$ cat config.mk
export PLATFORM = sky130hd
export DESIGN_NAME = ecc72_guard
export DESIGN_NICKNAME = d
export VERILOG_FILES = /design/src/rtl/ecc72_pkg.sv /design/src/rtl/ecc72_encoder.sv /design/src/rtl/ecc72_decoder.sv /design/src/rtl/ecc72_sat_counter.sv /design/src/rtl/ecc72_guard.sv
export SDC_FILE = /design/constraint.sdc
export NUM_CORES = 1
export LEC_CHECK = 0
export ABC_AREA = 1
export ABC_CLOCK_PERIOD_IN_PS = 4000
export BUFFER_PORTS_ARGS = -buffer_cell sky130_fd_sc_hd__buf_2
export CORE_UTILIZATION = 45
export CTS_BUF_LIST = sky130_fd_sc_hd__clkbuf_4 sky130_fd_sc_hd__clkbuf_8
export DETAILED_ROUTE_END_ITERATION = 10
export MAX_ROUTING_LAYER = met4
export PLACE_DENSITY_LB_ADDON = 0.25
export SYNTH_ARGS = -nofsm -noshare
export SYNTH_HDL_FRONTEND = slang
export SYNTH_SLANG_ARGS = --single-unit
$ cat constraint.sdc
create_clock -name clk -period 4 [get_ports clk]
set_input_delay 0.6 -clock clk [delete_from_list [all_inputs] [get_ports clk]]
set_output_delay 0.6 -clock clk [all_outputs]
set_load 0.05 [all_outputs]
$ cat src/rtl/ecc72_pkg.sv
package ecc72_pkg;
  localparam int DATA_W = 64;
  localparam int PAR_W  = 7;
  localparam int CODE_W = DATA_W + PAR_W + 1;
  localparam int TOP_POS = CODE_W - 1;

  // position p carries a check bit when it is a power of two
  function automatic logic pos_is_check(input int p);
    return (p & (p - 1)) == 0;
  endfunction

  // place data bits into the non-check positions, ascending
  function automatic logic [CODE_W-1:0] spread(input logic [DATA_W-1:0] d);
    logic [CODE_W-1:0] c;
    int k;
    c = '0;
    k = 0;
    for (int p = 1; p <= TOP_POS; p++) begin
      if (!pos_is_check(p)) begin
        c[p] = d[k];
        k++;
      end
    end
    return c;
  endfunction

  // pull data bits back out of the non-check positions
  function automatic logic [DATA_W-1:0] gather(input logic [CODE_W-1:0] c);
    logic [DATA_W-1:0] d;
    int k;
    d = '0;
    k = 0;
    for (int p = 1; p <= TOP_POS; p++) begin
      if (!pos_is_check(p)) begin
        d[k] = c[p];
        k++;
      end
    end
    return d;
  endfunction

  // XOR of the indices of all set bits in positions 1..TOP_POS
  function automatic logic [PAR_W-1:0] syndrome(input logic [CODE_W-1:0] c);
    logic [PAR_W-1:0] s;
    s = '0;
    for (int p = 1; p <= TOP_POS; p++) begin
      if (c[p]) s = s ^ PAR_W'(p);
    end
    return s;
  endfunction

  function automatic logic [CODE_W-1:0] encode(input logic [DATA_W-1:0] d);
    logic [CODE_W-1:0] c;
    logic [PAR_W-1:0] s;
    c = spread(d);
    s = syndrome(c);
    for (int k = 0; k < PAR_W; k++) c[1 << k] = s[k];
    c[0] = ^c[TOP_POS:1];
    return c;
  endfunction
endpackage

$ cat src/rtl/ecc72_encoder.sv
module ecc72_encoder
  import ecc72_pkg::*;
(
  input  logic [DATA_W-1:0] data_i,
  output logic [CODE_W-1:0] code_o
);
  assign code_o = encode(data_i);
endmodule

$ cat src/rtl/ecc72_decoder.sv
module ecc72_decoder
  import ecc72_pkg::*;
(
  input  logic [CODE_W-1:0] code_i,
  output logic [DATA_W-1:0] data_o,
  output logic              single_o,
  output logic              fatal_o
);
  logic [PAR_W-1:0]  syn;
  logic              par_bad;
  logic              syn_in_range;
  logic [CODE_W-1:0] flip_mask;

  assign syn          = syndrome(code_i);
  assign par_bad      = ^code_i;
  assign syn_in_range = (int'(syn) <= TOP_POS);

  // odd error count with a real position -> one flip (syn 0 = parity bit)
  assign single_o = par_bad && syn_in_range;
  // even count with nonzero syndrome, or odd count pointing nowhere
  assign fatal_o  = (!par_bad && (syn != '0)) || (par_bad && !syn_in_range);

  always_comb begin
    flip_mask = '0;
    if (single_o) flip_mask[syn] = 1'b1;
  end

  assign data_o = gather(code_i ^ flip_mask);
endmodule

$ cat src/rtl/ecc72_sat_counter.sv
module ecc72_sat_counter #(
  parameter int W = 16
) (
  input  logic         clk,
  input  logic         rst_n,
  input  logic         clr_i,
  input  logic         inc_i,
  output logic [W-1:0] cnt_o
);
  localparam logic [W-1:0] MAXV = '1;

  always_ff @(posedge clk or negedge rst_n) begin
    if (!rst_n)                       cnt_o <= '0;
    else if (clr_i)                   cnt_o <= '0;
    else if (inc_i && cnt_o != MAXV)  cnt_o <= cnt_o + W'(1);
  end
endmodule

$ cat src/rtl/ecc72_guard.sv
module ecc72_guard
  import ecc72_pkg::*;
#(
  parameter int ADDR_W = 16,
  parameter int CNT_W  = 16
) (
  input  logic              clk,
  input  logic              rst_n,
  input  logic [DATA_W-1:0] wr_data,
  output logic [CODE_W-1:0] wr_code,
  input  logic              rd_valid,
  input  logic [ADDR_W-1:0] rd_addr,
  input  logic [CODE_W-1:0] rd_code,
  output logic              rsp_valid,
  output logic [DATA_W-1:0] rsp_data,
  output logic              rsp_corrected,
  output logic              rsp_uncorrectable,
  input  logic              scrub_en,
  output logic              scrub_req,
  output logic [ADDR_W-1:0] scrub_addr,
  output logic [CODE_W-1:0] scrub_code,
  input  logic              scrub_ack,
  input  logic              cnt_clr,
  output logic [CNT_W-1:0]  corr_count,
  output logic [CNT_W-1:0]  uncorr_count
);
  localparam int N_EV = 2;

  logic [DATA_W-1:0] dec_data;
  logic              dec_single;
  logic              dec_fatal;
  logic [CODE_W-1:0] fix_code;

  // named internal events
  logic              ev_fixed;
  logic              ev_fatal;
  logic              scrub_take;
  logic              scrub_done;
  logic [N_EV-1:0]   ev_bus;
  logic [CNT_W-1:0]  cnt_q [N_EV];

  ecc72_encoder u_wr_enc (.data_i(wr_data), .code_o(wr_code));

  ecc72_decoder u_dec (
    .code_i  (rd_code),
    .data_o  (dec_data),
    .single_o(dec_single),
    .fatal_o (dec_fatal)
  );

  ecc72_encoder u_fix_enc (.data_i(dec_data), .code_o(fix_code));

  assign ev_fixed   = rd_valid && dec_single;
  assign ev_fatal   = rd_valid && dec_fatal;
  assign scrub_take = ev_fixed && scrub_en && !scrub_req;
  assign scrub_done = scrub_req && scrub_ack;

  always_ff @(posedge clk or negedge rst_n) begin
    if (!rst_n) begin
      rsp_valid         <= 1'b0;
      rsp_data          <= '0;
      rsp_corrected     <= 1'b0;
      rsp_uncorrectable <= 1'b0;
    end else begin
      rsp_valid         <= rd_valid;
      rsp_corrected     <= ev_fixed;
      rsp_uncorrectable <= ev_fatal;
      if (rd_valid) rsp_data <= dec_data;
    end
  end

  always_ff @(posedge clk or negedge rst_n) begin
    if (!rst_n) begin
      scrub_req  <= 1'b0;
      scrub_addr <= '0;
      scrub_code <= '0;
    end else if (scrub_done) begin
      scrub_req  <= 1'b0;
    end else if (scrub_take) begin
      scrub_req  <= 1'b1;
      scrub_addr <= rd_addr;
      scrub_code <= fix_code;
    end
  end

  assign ev_bus = {ev_fatal, ev_fixed};

  for (genvar g = 0; g < N_EV; g++) begin : g_cnt
    ecc72_sat_counter #(.W(CNT_W)) u_cnt (
      .clk  (clk),
      .rst_n(rst_n),
      .clr_i(cnt_clr),
      .inc_i(ev_bus[g]),
      .cnt_o(cnt_q[g])
    );
  end

  assign corr_count   = cnt_q[0];
  assign uncorr_count = cnt_q[1];
endmodule

==> impl_metrics.json, run 1 <==
{
  "status": "complete, but fails checks",
  "violations": "setup timing",
  "layout-drive-gt1-share": 0.373,
  "fp.dieW_um": 191,
  "fin_skew_ns": 0.0162,
  "start_util": 0.462,
  "dieHeight_um": 191,
  "clk_latency_ns": 0.48,
  "setup_viol": 1,
  "crit_fanout": 6,
  "leakagePower_nw": 12.6,
  "dieArea_mm2": 0.0365,
  "critPathMostFrequentCell": "nand2_1",
  "grt_max_degree": 128,
  "wl_met3_mm": 3.22,
  "clk_pin_slew_worst_paths_ns": 0.11,
  "crit_path_max_incr_delay_ns": 0.14,
  "antenna_found_initial": 0,
  "cts.sinks": 188,
  "wl_met2_mm": 27.3,
  "yosysTopAreaCellShare": 0.292,
  "grt_usage": 0.317,
  "wl_mm": 58.0,
  "synthXorXnorAreaFrac": 0.150,
  "root_buffer": "clkbuf_8",
  "synth_seq_cells": 188,
  "drv_slew": 0,
  "avgRoutedWirePerCell_um": 15.7,
  "routed.top_layer": "met4",
  "rows": 68,
  "powerDensity_mw_per_mm2": 557,
  "cp-start-kind": "primary input",
  "drt_pass1_iterations": 6,
  "layout_setup_ws_ns": -0.0834,
  "fin_nets": 3392,
  "maxCapViolCount": 0,
  "hold_violations": 0,
  "p_seq_frac": 0.217,
  "syn_area_mm2": 0.0161,
  "maxSlewHeadroom": 0.336,
  "yosysMostFrequentCell": "nand2_1",
  "slowest_stage": "buf_4",
  "hpwl_mm": 47.6,
  "post-route-period-util": 1.02,
  "post-route-util": 0.645,
  "synth_compound_area_frac": 0.0608,
  "p_int_mw": 5.63,
  "syn_nets": 2669,
  "yosys-top-cells-count": "1060 x nand2_1, 249 x inv_1, 188 x dfrtp_1",
  "drc_errors": 0,
  "finalSetupTns_ns": -0.0834,
  "avgSynthCellArea_um2": 6.42,
  "wl_met1_mm": 26.0,
  "seq_area_frac_synth": 0.292,
  "vias": 18100,
  "ys_types": 42,
  "numCtsBuffers": 17,
  "synth_flop_cell": "dfrtp_1",
  "switchingPower_mw": 6.89,
  "required_ns": 4.38,
  "viasPerCell": 4.90,
  "arrival_ns": 4.46,
  "gp_congestion": 0.970,
  "r2r_cells": 15,
  "path_class": "in2reg",
  "async_flop_share": 1.00,
  "ant_nets": 0,
  "overflow": 0,
  "holdCritPathClass": "in2async",
  "holdWs_ns": 0.268,
  "synthAdderAreaFrac": 0.00155,
  "first_iter_violations": 1039,
  "areaGrowthSynthToFinish_pct": 39.8,
  "synth_top_family_by_area": "simple AND/OR/NAND/NOR gates",
  "place_ws_ns": -0.782,
  "postCtsHoldBufs": 0,
  "ir_worst_vdd_v": 0.00275,
  "synthTopCellsByArea": "dfrtp_1 29%, nand2_1 25%, xnor2_1 6.9%",
  "synthSimpleGateAreaFrac": 0.376,
  "grt_first_pass_wirelength_mm": 87.1,
  "portBuffers": 417,
  "fmax_mhz": 245,
  "synth.largest_area_cell": "dfrtp_1",
  "p_comb_frac": 0.679,
  "top_level_ports": 418,
  "fill_cells": 3252,
  "grt_pass1_vias": 16700,
  "cp-end-kind": "flip-flop",
  "clockBufferDepth": 2,
  "htreeDepth": 4,
  "tightest_slew_ns": 0.996,
  "core-area_mm2": 0.0349,
  "yosysWarnings": 0,
  "synthMuxAreaShare": 0.000622,
  "cts_tree": "built",
  "layout_min_cycle_time_ns": 4.08,
  "n_antenna_cell": 0,
  "pwr-share-clk": 0.104,
  "switching_share": 0.550,
  "synth_edf_count": 0,
  "syn_inst": 2509,
  "rsz0062_at_grt": "true"
}
==> per-stage QoR <==
step	area (um2)	power, mW	std cells
6_report	22500	12.5	3700
3_5_place_dp	21000	10.7	3636
3_3_place_gp	21000	10.6	3636
4_1_cts	21500	12.1	3671
2_1_floorplan	16100	8.15	2509
5_1_grt	22500	13.2	3700
==> power groups by stage <==
stage	sequential, mW	clock, mW	combinational, mW
after global placement	2.73	0	7.88
after detailed placement	2.74	0	7.97
final	2.71	1.31	8.51
after floorplan	4.58	0	3.57
after CTS	2.71	1.34	8.06
after global routing	2.77	1.41	9.05
==> per-layer routing <==
layer  global-route usage  vias to the layer above
li1                     -                     9043
met1                0.412                     8440
met2                0.507                      559
met3               0.0413                       95
met4                0.109                        0
met5                    -                        -
==> layout by cell type (no fill, tap or decap), drive strengths merged, types with 2 or more instances in the layout <==
cell type	instances
buf	814
a211oi	4
nand3b	15
nor2	113
nor3	11
nand4	13
o21ai	122
or2	2
o21a	3
nand3	163
a21oi	58
inv	307
nor4	4
a31oi	2
clkbuf	27
ha	2
nand2	1120
dfrtp	188
clkinvlp	2
clkinv	10
xor2	126
xnor2	134
==> repair_timing <==
action / in CTS / in global routing
resized for setup: 8 / 252
gates cloned: 0 / 4
endpoints found under the setup margin: 6 / 20
buffers inserted: 3 / 25
pin swaps: 2 / 75
==> worst paths after layout <==
check | from | to | slack [ns]
max | rd_code[22] | scrub_code[0] | -0.08
min | rst_n | g_cnt[0].u_cnt.cnt_o[1] | 0.27
max reg2reg | g_cnt[1].u_cnt.cnt_o[0] | g_cnt[1].u_cnt.cnt_o[15] | 1.59
min reg2reg | scrub_addr[8] | scrub_addr[8] | 0.48
max in group asynchronous | rst_n | rsp_data[38] | 2.84
min in group clk | scrub_ack | scrub_req | 0.29
==> critical path, delay by kind of cell <==
family / cells / cell delay [ns]
buffers and inverters: 11 / 0.95
AO/OA/AOI/OAI: 1 / 0.05
AND/OR/NAND/NOR: 34 / 2.86
==> registers in the layout, indices dropped and copies added, names as in the netlist <==
signal	flops
rsp_corrected	1
g_cnt.u_cnt.cnt_o	32
scrub_addr	16
scrub_req	1
rsp_valid	1
scrub_code	72
rsp_data	64
rsp_uncorrectable	1
==> cells by family (layout without fill, tap and decap cells) <==
family	Yosys count	after routing
buffers and inverters	425	1161
AND/OR/NAND/NOR	1443	1443
flip-flops	188	188
AO/OA/AOI/OAI	190	190
XOR/XNOR	260	260
multiplexers	1	1
adder cells (fa/ha/maj)	2	2
==> area by class of cell <==
type	instances	area, um2	share of cell area
Multi-Input combinational cell	1896	10200	0.453
Timing Repair Buffer	824	5480	0.244
Sequential cell	188	4700	0.209
Inverter	304	1150	0.0511
Tap cell	455	569	0.0253
Clock buffer	17	234	0.0104
Clock inverter	15	175	0.00778
Timing Repair inverter	1	5.00	0.000222
No activity file was read; power rests on OpenSTA's default activity.
==> inputs of run 2 (changes only) <==
Settings changed: ABC_AREA 1 to not set, CAP_MARGIN set to 20.
==> run 2 against run 1 <==
Net effect:
- the run still ends with setup timing left
- cell area down 21%
- setup slack better by 0.050 ns
- synthesized cell count down 48%
- sequential power about the same
- via count down 37%
- power up 40%
- cell count down 38%
- first-iteration DRC count down 33%
- wire length down 26%
- die area down 21%
- largest cell class unchanged
==> impl_metrics.json, run 2 <==
{
  "yosysWarnings": 0,
  "dieArea_mm2": 0.0287,
  "portBuffers": 417,
  "fin_area_mm2": 0.0177,
  "switchingPower_mw": 8.96,
  "rows": 60,
  "areaGrowthSynthToFinish_pct": 40.4,
  "cp-start-kind": "primary input",
  "power_mw": 17.5,
  "powerDensity_mw_per_mm2": 989,
  "clockBufferDepth": 2,
  "cp-end-kind": "flip-flop",
  "synth.largest_area_cell": "dfrtp_1",
  "status": "complete, but fails checks",
  "switching_share": 0.511,
  "setup_viol": 1,
  "path_class": "in2reg",
  "fin_cells": 2299,
  "regMostFlops": "scrub_code",
  "synth_seq_cells": 188,
  "holdCritPathClass": "in2async",
  "largest_reg_flops": 72,
  "layout-drive-gt1-share": 0.440,
  "layout_setup_ws_ns": -0.0330,
  "maxCapViolCount": 0,
  "root_buffer": "clkbuf_8",
  "syn_area_mm2": 0.0126,
  "gp_congestion": 0.958,
  "viasPerCell": 4.96,
  "post-route-period-util": 1.01,
  "holdWs_ns": 0.0833,
  "wl_mm": 42.8,
  "syn_inst": 1311,
  "tightest_slew_ns": 0.832,
  "p_int_mw": 8.57,
  "htreeDepth": 4,
  "hpwl_mm": 34.7,
  "drv_slew": 0,
  "maxSlewHeadroom": 0.446,
  "arrival_ns": 4.45,
  "p_seq_frac": 0.154,
  "grt_max_degree": 86,
  "top_level_ports": 418,
  "required_ns": 4.42,
  "hold_violations": 0,
  "async_flop_share": 1.00,
  "violations": "setup timing",
  "fill_cells": 2364,
  "p_comb_frac": 0.767,
  "ir_worst_vdd_v": 0.000553,
  "fp.dieW_um": 170,
  "avgRoutedWirePerCell_um": 18.6,
  "clk_latency_ns": 0.50,
  "first_iter_violations": 692,
  "cts.sinks": 188,
  "fmax_mhz": 248,
  "synth_edf_count": 0,
  "grt_first_pass_wirelength_mm": 63.6,
  "avgSynthCellArea_um2": 9.63,
  "seq_area_frac_synth": 0.373,
  "drt_pass1_iterations": 5,
  "crit_fanout": 8,
  "core-area_mm2": 0.0273,
  "place_area_mm2": 0.0166,
  "leakagePower_nw": 8.36,
  "top_regs": "scrub_code: 72 flops, rsp_data: 64 flops, g_cnt.u_cnt.cnt_o: 32 flops",
  "syn_nets": 1471,
  "antenna_found_initial": 2,
  "yosysTopAreaCellShare": 0.373,
  "overflow": 0,
  "pwr-share-clk": 0.080,
  "synthTopCellsByArea": "dfrtp_1 37%, xnor2_1 21%, xor2_1 5.7%",
  "rsz0062_at_grt": "true",
  "dieHeight_um": 170,
  "cts_tree": "built",
  "vias": 11400,
  "final_common_cell": "buf_2",
  "clk_pin_slew_worst_paths_ns": 0.13,
  "fin_nets": 2071,
  "ys_types": 59,
  "grt_usage": 0.305,
  "start_util": 0.463,
  "final_cell_mix": "415 x buf_2, 267 x buf_4, 261 x xnor2_1",
  "yosys-top-cells-count": "298 x xnor2_1, 188 x dfrtp_1, 146 x nor2_1",
  "numCtsBuffers": 17,
  "dp_cells": 2244,
  "layout_min_cycle_time_ns": 4.03,
  "fin_skew_ns": 0.0166,
  "ant_nets": 0,
  "postCtsHoldBufs": 0,
  "synth_flop_cell": "dfrtp_1",
  "yosysMostFrequentCell": "xnor2_1",
  "drc_errors": 0,
  "grt_pass1_vias": 11200,
  "finalSetupTns_ns": -0.0330
}
-- run 2: final timing paths --
kind                                            to  cells past startpoint               startpoint  slack (ns)
hold reg to reg                     scrub_code[71]                      2           scrub_code[71]        0.48
min in group clk                         scrub_req                      2                scrub_ack        0.29
setup reg to reg           g_cnt[1].u_cnt.cnt_o[9]                     11  g_cnt[1].u_cnt.cnt_o[2]        1.48
setup / recovery                     scrub_code[0]                     17              rd_code[27]       -0.03
max in group asynchronous             rsp_data[30]                      2                    rst_n        3.06
hold / removal             g_cnt[1].u_cnt.cnt_o[4]                      1                    rst_n        0.08
-- run 2: kinds of logic (layout without fill, tap and decap cells) --
logic type | count (synthesis) | count (layout) | share of synthesized area
multiplexers | 20 | 20 | 0.0176
other | 0 | 3 | 0
buffers and inverters | 124 | 737 | 0.0572
AO/OA/AOI/OAI | 211 | 211 | 0.0923
XOR/XNOR | 429 | 429 | 0.343
flip-flops | 188 | 188 | 0.373
AND/OR/NAND/NOR | 337 | 337 | 0.116
adder cells (fa/ha/maj) | 2 | 2 | 0.00198
-- run 2: critical path, stage by stage --
cell,delay (ns)
buf_2,0.13
buf_4,0.14
xnor2_2,0.11
xnor3_1,0.46
xnor2_2,0.22
xnor3_2,0.40
xor2_4,0.24
buf_4,0.16
o21ai_4,0.06
buf_4,0.25
nor2_1,0.09
xnor2_1,0.23
xnor2_1,0.23
xnor3_1,0.29
xnor3_1,0.26
xor3_1,0.43
o21ai_1,0.12
-- run 2: metrics by stage --
stage	utilization	setup slack [ns]
3_3_place_gp	0.609	-0.800
5_1_grt	0.650	-0.111
3_5_place_dp	0.609	-0.768
2_1_floorplan	-	-0.132
4_1_cts	0.631	-0.0161
6_report	0.650	-0.0330
-- run 2: area by class of cell --
type	count	area (um2)	share of cell area
multi-input cells	999	7780	0.439
flip-flops and latches	188	4700	0.265
repair buffers	694	4300	0.242
well taps	372	465	0.0263
clock buffers	17	234	0.0132
clock inverters	15	199	0.0112
inverters	11	41.3	0.00233
diodes	3	7.51	0.000424
-- run 2: metal layers --
metal  track usage  wire, um  share of wire  vias to the layer above
met3        0.0508      2460          0.057                       55
met2         0.515     21300           0.50                      403
li1              -         -              -                     5442
met1         0.371     17900           0.42                     5492
met4        0.0979      1150          0.027                        0
met5             -         0              0                        -
-- run 2: repair_timing --
action | CTS | global route
resized for setup | 21 | 57
endpoints found under the setup margin | 3 | 20
setup buffers | 5 | 15
hold endpoints to repair | 0 | 0
pin swaps | 2 | 32
-- run 2: power by group through the flow --
stage | registers, mW | clock network [mW] | logic, mW
global route | 2.76 | 1.51 | 14.1
finish | 2.69 | 1.40 | 13.4
global placement | 2.71 | 0 | 12.4
detailed placement | 2.73 | 0 | 12.4
floorplan | 4.51 | 0 | 5.92
CTS | 2.70 | 1.43 | 12.8
==> inputs of run 3 (changes only) <==
Settings changed: CELL_PAD_IN_SITES_DETAIL_PLACEMENT set to 1, CELL_PAD_IN_SITES_GLOBAL_PLACEMENT set to 1, CORE_UTILIZATION 45 to 39, TNS_END_PERCENT set to 20.
==> run 3 against run 2 <==
Net effect:
- the flow still finishes with violations (setup timing)
- first-iteration DRC count is 24% lower
- clock skew is 0.0023 ns lower
- wire length is 13% higher
- register-to-register slack worse by 0.17 ns
- critical path type unchanged
==> impl_metrics.json, run 3 (synthesis results as in run 2) <==
{
  "status": "complete, but fails checks",
  "violations": "setup timing",
  "layout_setup_ws_ns": -0.00530,
  "path_class": "in2reg",
  "reg2reg_from": "g_cnt[1].u_cnt.cnt_o[2]",
  "fill_cells": 3758,
  "rsz0062_at_grt": "true",
  "place_area_mm2": 0.0167,
  "grt_usage": 0.304,
  "maxCapViolCount": 0,
  "ir_worst_vdd_v": 0.00110,
  "portBuffers": 417,
  "cts.sinks": 188,
  "clk_latency_ns": 0.52,
  "crit_path_max_incr_delay_ns": 0.43,
  "fin_area_mm2": 0.0176,
  "cp-end-kind": "flip-flop",
  "top_level_ports": 418,
  "setup_viol": 1,
  "htreeDepth": 4,
  "first_iter_violations": 524,
  "layout-drive-gt1-share": 0.433,
  "wl_mm": 48.3,
  "avgRoutedWirePerCell_um": 20.7,
  "clk_pin_slew_worst_paths_ns": 0.11,
  "cp-start-kind": "primary input",
  "antenna_found_initial": 3,
  "leakagePower_nw": 8.27,
  "required_ns": 4.45,
  "fin_nets": 2070,
  "grt_first_pass_wirelength_mm": 73.0,
  "hold_violations": 0,
  "numCtsBuffers": 17,
  "grt_max_degree": 83,
  "cts_tree": "built",
  "drv_slew": 0,
  "seq_area_mm2": 0.00470,
  "critPathMostFrequentCell": "xnor2_2",
  "ant_nets": 0,
  "rows": 65,
  "dieArea_mm2": 0.0331,
  "holdWs_ns": 0.103,
  "drc_errors": 0,
  "regMostFlops": "scrub_code",
  "final_common_cell": "buf_2",
  "fmax_mhz": 250,
  "startpoint": "rd_code[6]",
  "largest_reg_flops": 72,
  "fin_skew_ns": 0.0143,
  "core-area_mm2": 0.0317,
  "r2r-end": "g_cnt[1].u_cnt.cnt_o[10]",
  "maxSlewHeadroom": 0.484,
  "crit_end": "scrub_code[0]",
  "arrival_ns": 4.45,
  "grt_pass1_vias": 12400,
  "areaGrowthSynthToFinish_pct": 39.3,
  "viasPerCell": 4.94,
  "holdCritPathClass": "in2async",
  "multiInputGateArea_mm2": 0.00768,
  "rrSetupSlack_ns": 1.31,
  "layout_min_cycle_time_ns": 4.01,
  "hpwl_mm": 39.5,
  "powerDensity_mw_per_mm2": 994,
  "gp_congestion": 0.898,
  "vias": 11500,
  "start_util": 0.398,
  "drt_pass1_iterations": 4,
  "r2r_cells": 11,
  "path_cells": "buf_2, xor2_2, xnor2_2, buf_4, xnor2_2, xnor3_2, or3_1, a21o_4, o22a_1, xnor2_2, xnor3_1, xnor3_2, xor3_1, xor3_1, o21ai_1",
  "root_buffer": "clkbuf_8",
  "worst-path-stages": 15,
  "clockBufferDepth": 2,
  "crit_fanout": 4,
  "tightest_slew_ns": 0.775,
  "overflow": 0,
  "top_regs": "scrub_code: 72 flops, rsp_data: 64 flops, g_cnt.u_cnt.cnt_o: 32 flops",
  "fp.dieW_um": 182,
  "slowest_stage": "xnor3_1",
  "dieHeight_um": 182,
  "post-route-period-util": 1.00,
  "final_cell_mix": "415 x buf_2, 271 x xnor2_1, 269 x buf_4",
  "path_buf_inv": 2,
  "critPathTopFamily": "XOR/XNOR gates"
}
==> run 3: layer usage <==
| layer | wire [um] | track usage | share of wire |
|---|---|---|---|
| met4 | 1660 | 0.113 | 0.034 |
| met3 | 2110 | 0.0507 | 0.044 |
| met5 | 0 | - | 0 |
| met1 | 19800 | 0.351 | 0.41 |
| met2 | 24700 | 0.529 | 0.51 |
==> run 3: metrics by stage <==
stage                     setup WS [ns]  power, mW  utilization  cells   TNS [ns]
after floorplan                  -0.132       10.4            -   1311     -0.160
after global placement           -0.654       15.2        0.525   2280     -23.23
after detailed placement         -0.701       15.4        0.525   2280     -25.24
after CTS                     -0.000343       17.1        0.544   2314  -0.000343
after global routing             -0.135       18.4        0.555   2328     -0.239
final                          -0.00530       17.5        0.555   2328   -0.00530
==> run 3: worst min-delay path by stage <==
stage | start | endpoint | slack [ns] | cells after the start
CTS | rst_n | g_cnt[1].u_cnt.cnt_o[3] | 0.1 | 1
global route | rst_n | g_cnt[1].u_cnt.cnt_o[3] | 0.12 | 1
floorplan | rst_n | g_cnt[0].u_cnt.cnt_o[0] | 0.30 | 0
finish | rst_n | g_cnt[1].u_cnt.cnt_o[3] | 0.10 | 1
detailed placement | scrub_code[22] | scrub_code[22] | 0.47 | 2
global placement | scrub_code[71] | scrub_code[71] | 0.46 | 2
==> run 3: what timing repair did <==
action | in CTS | in global routing
resized for setup | 27 | 35
hold buffers | 0 | 0
buffers inserted | 2 | 11
pin swaps | 11 | 22
setup endpoints to repair | 1 | 16
cloned | 0 | 0
==> run 3: where the power goes <==
group          leakage [nW]  total [mW]  internal (mW)  switching (mW)
clock                 0.188        1.28          0.470           0.810
sequential             2.31        2.71           2.43           0.276
combinational          5.77        13.5           5.56            7.95
total                  8.27        17.5           8.46            9.04
==> run 3: cell type report <==
cell class / instances / share of cell area
multi-input cells: 999 / 0.436
flip-flops and latches: 188 / 0.267
repair buffers: 693 / 0.243
well taps: 402 / 0.0286
clock buffers: 18 / 0.0137
clock inverters: 14 / 0.00846
inverters: 11 / 0.00235
diodes: 3 / 0.000427
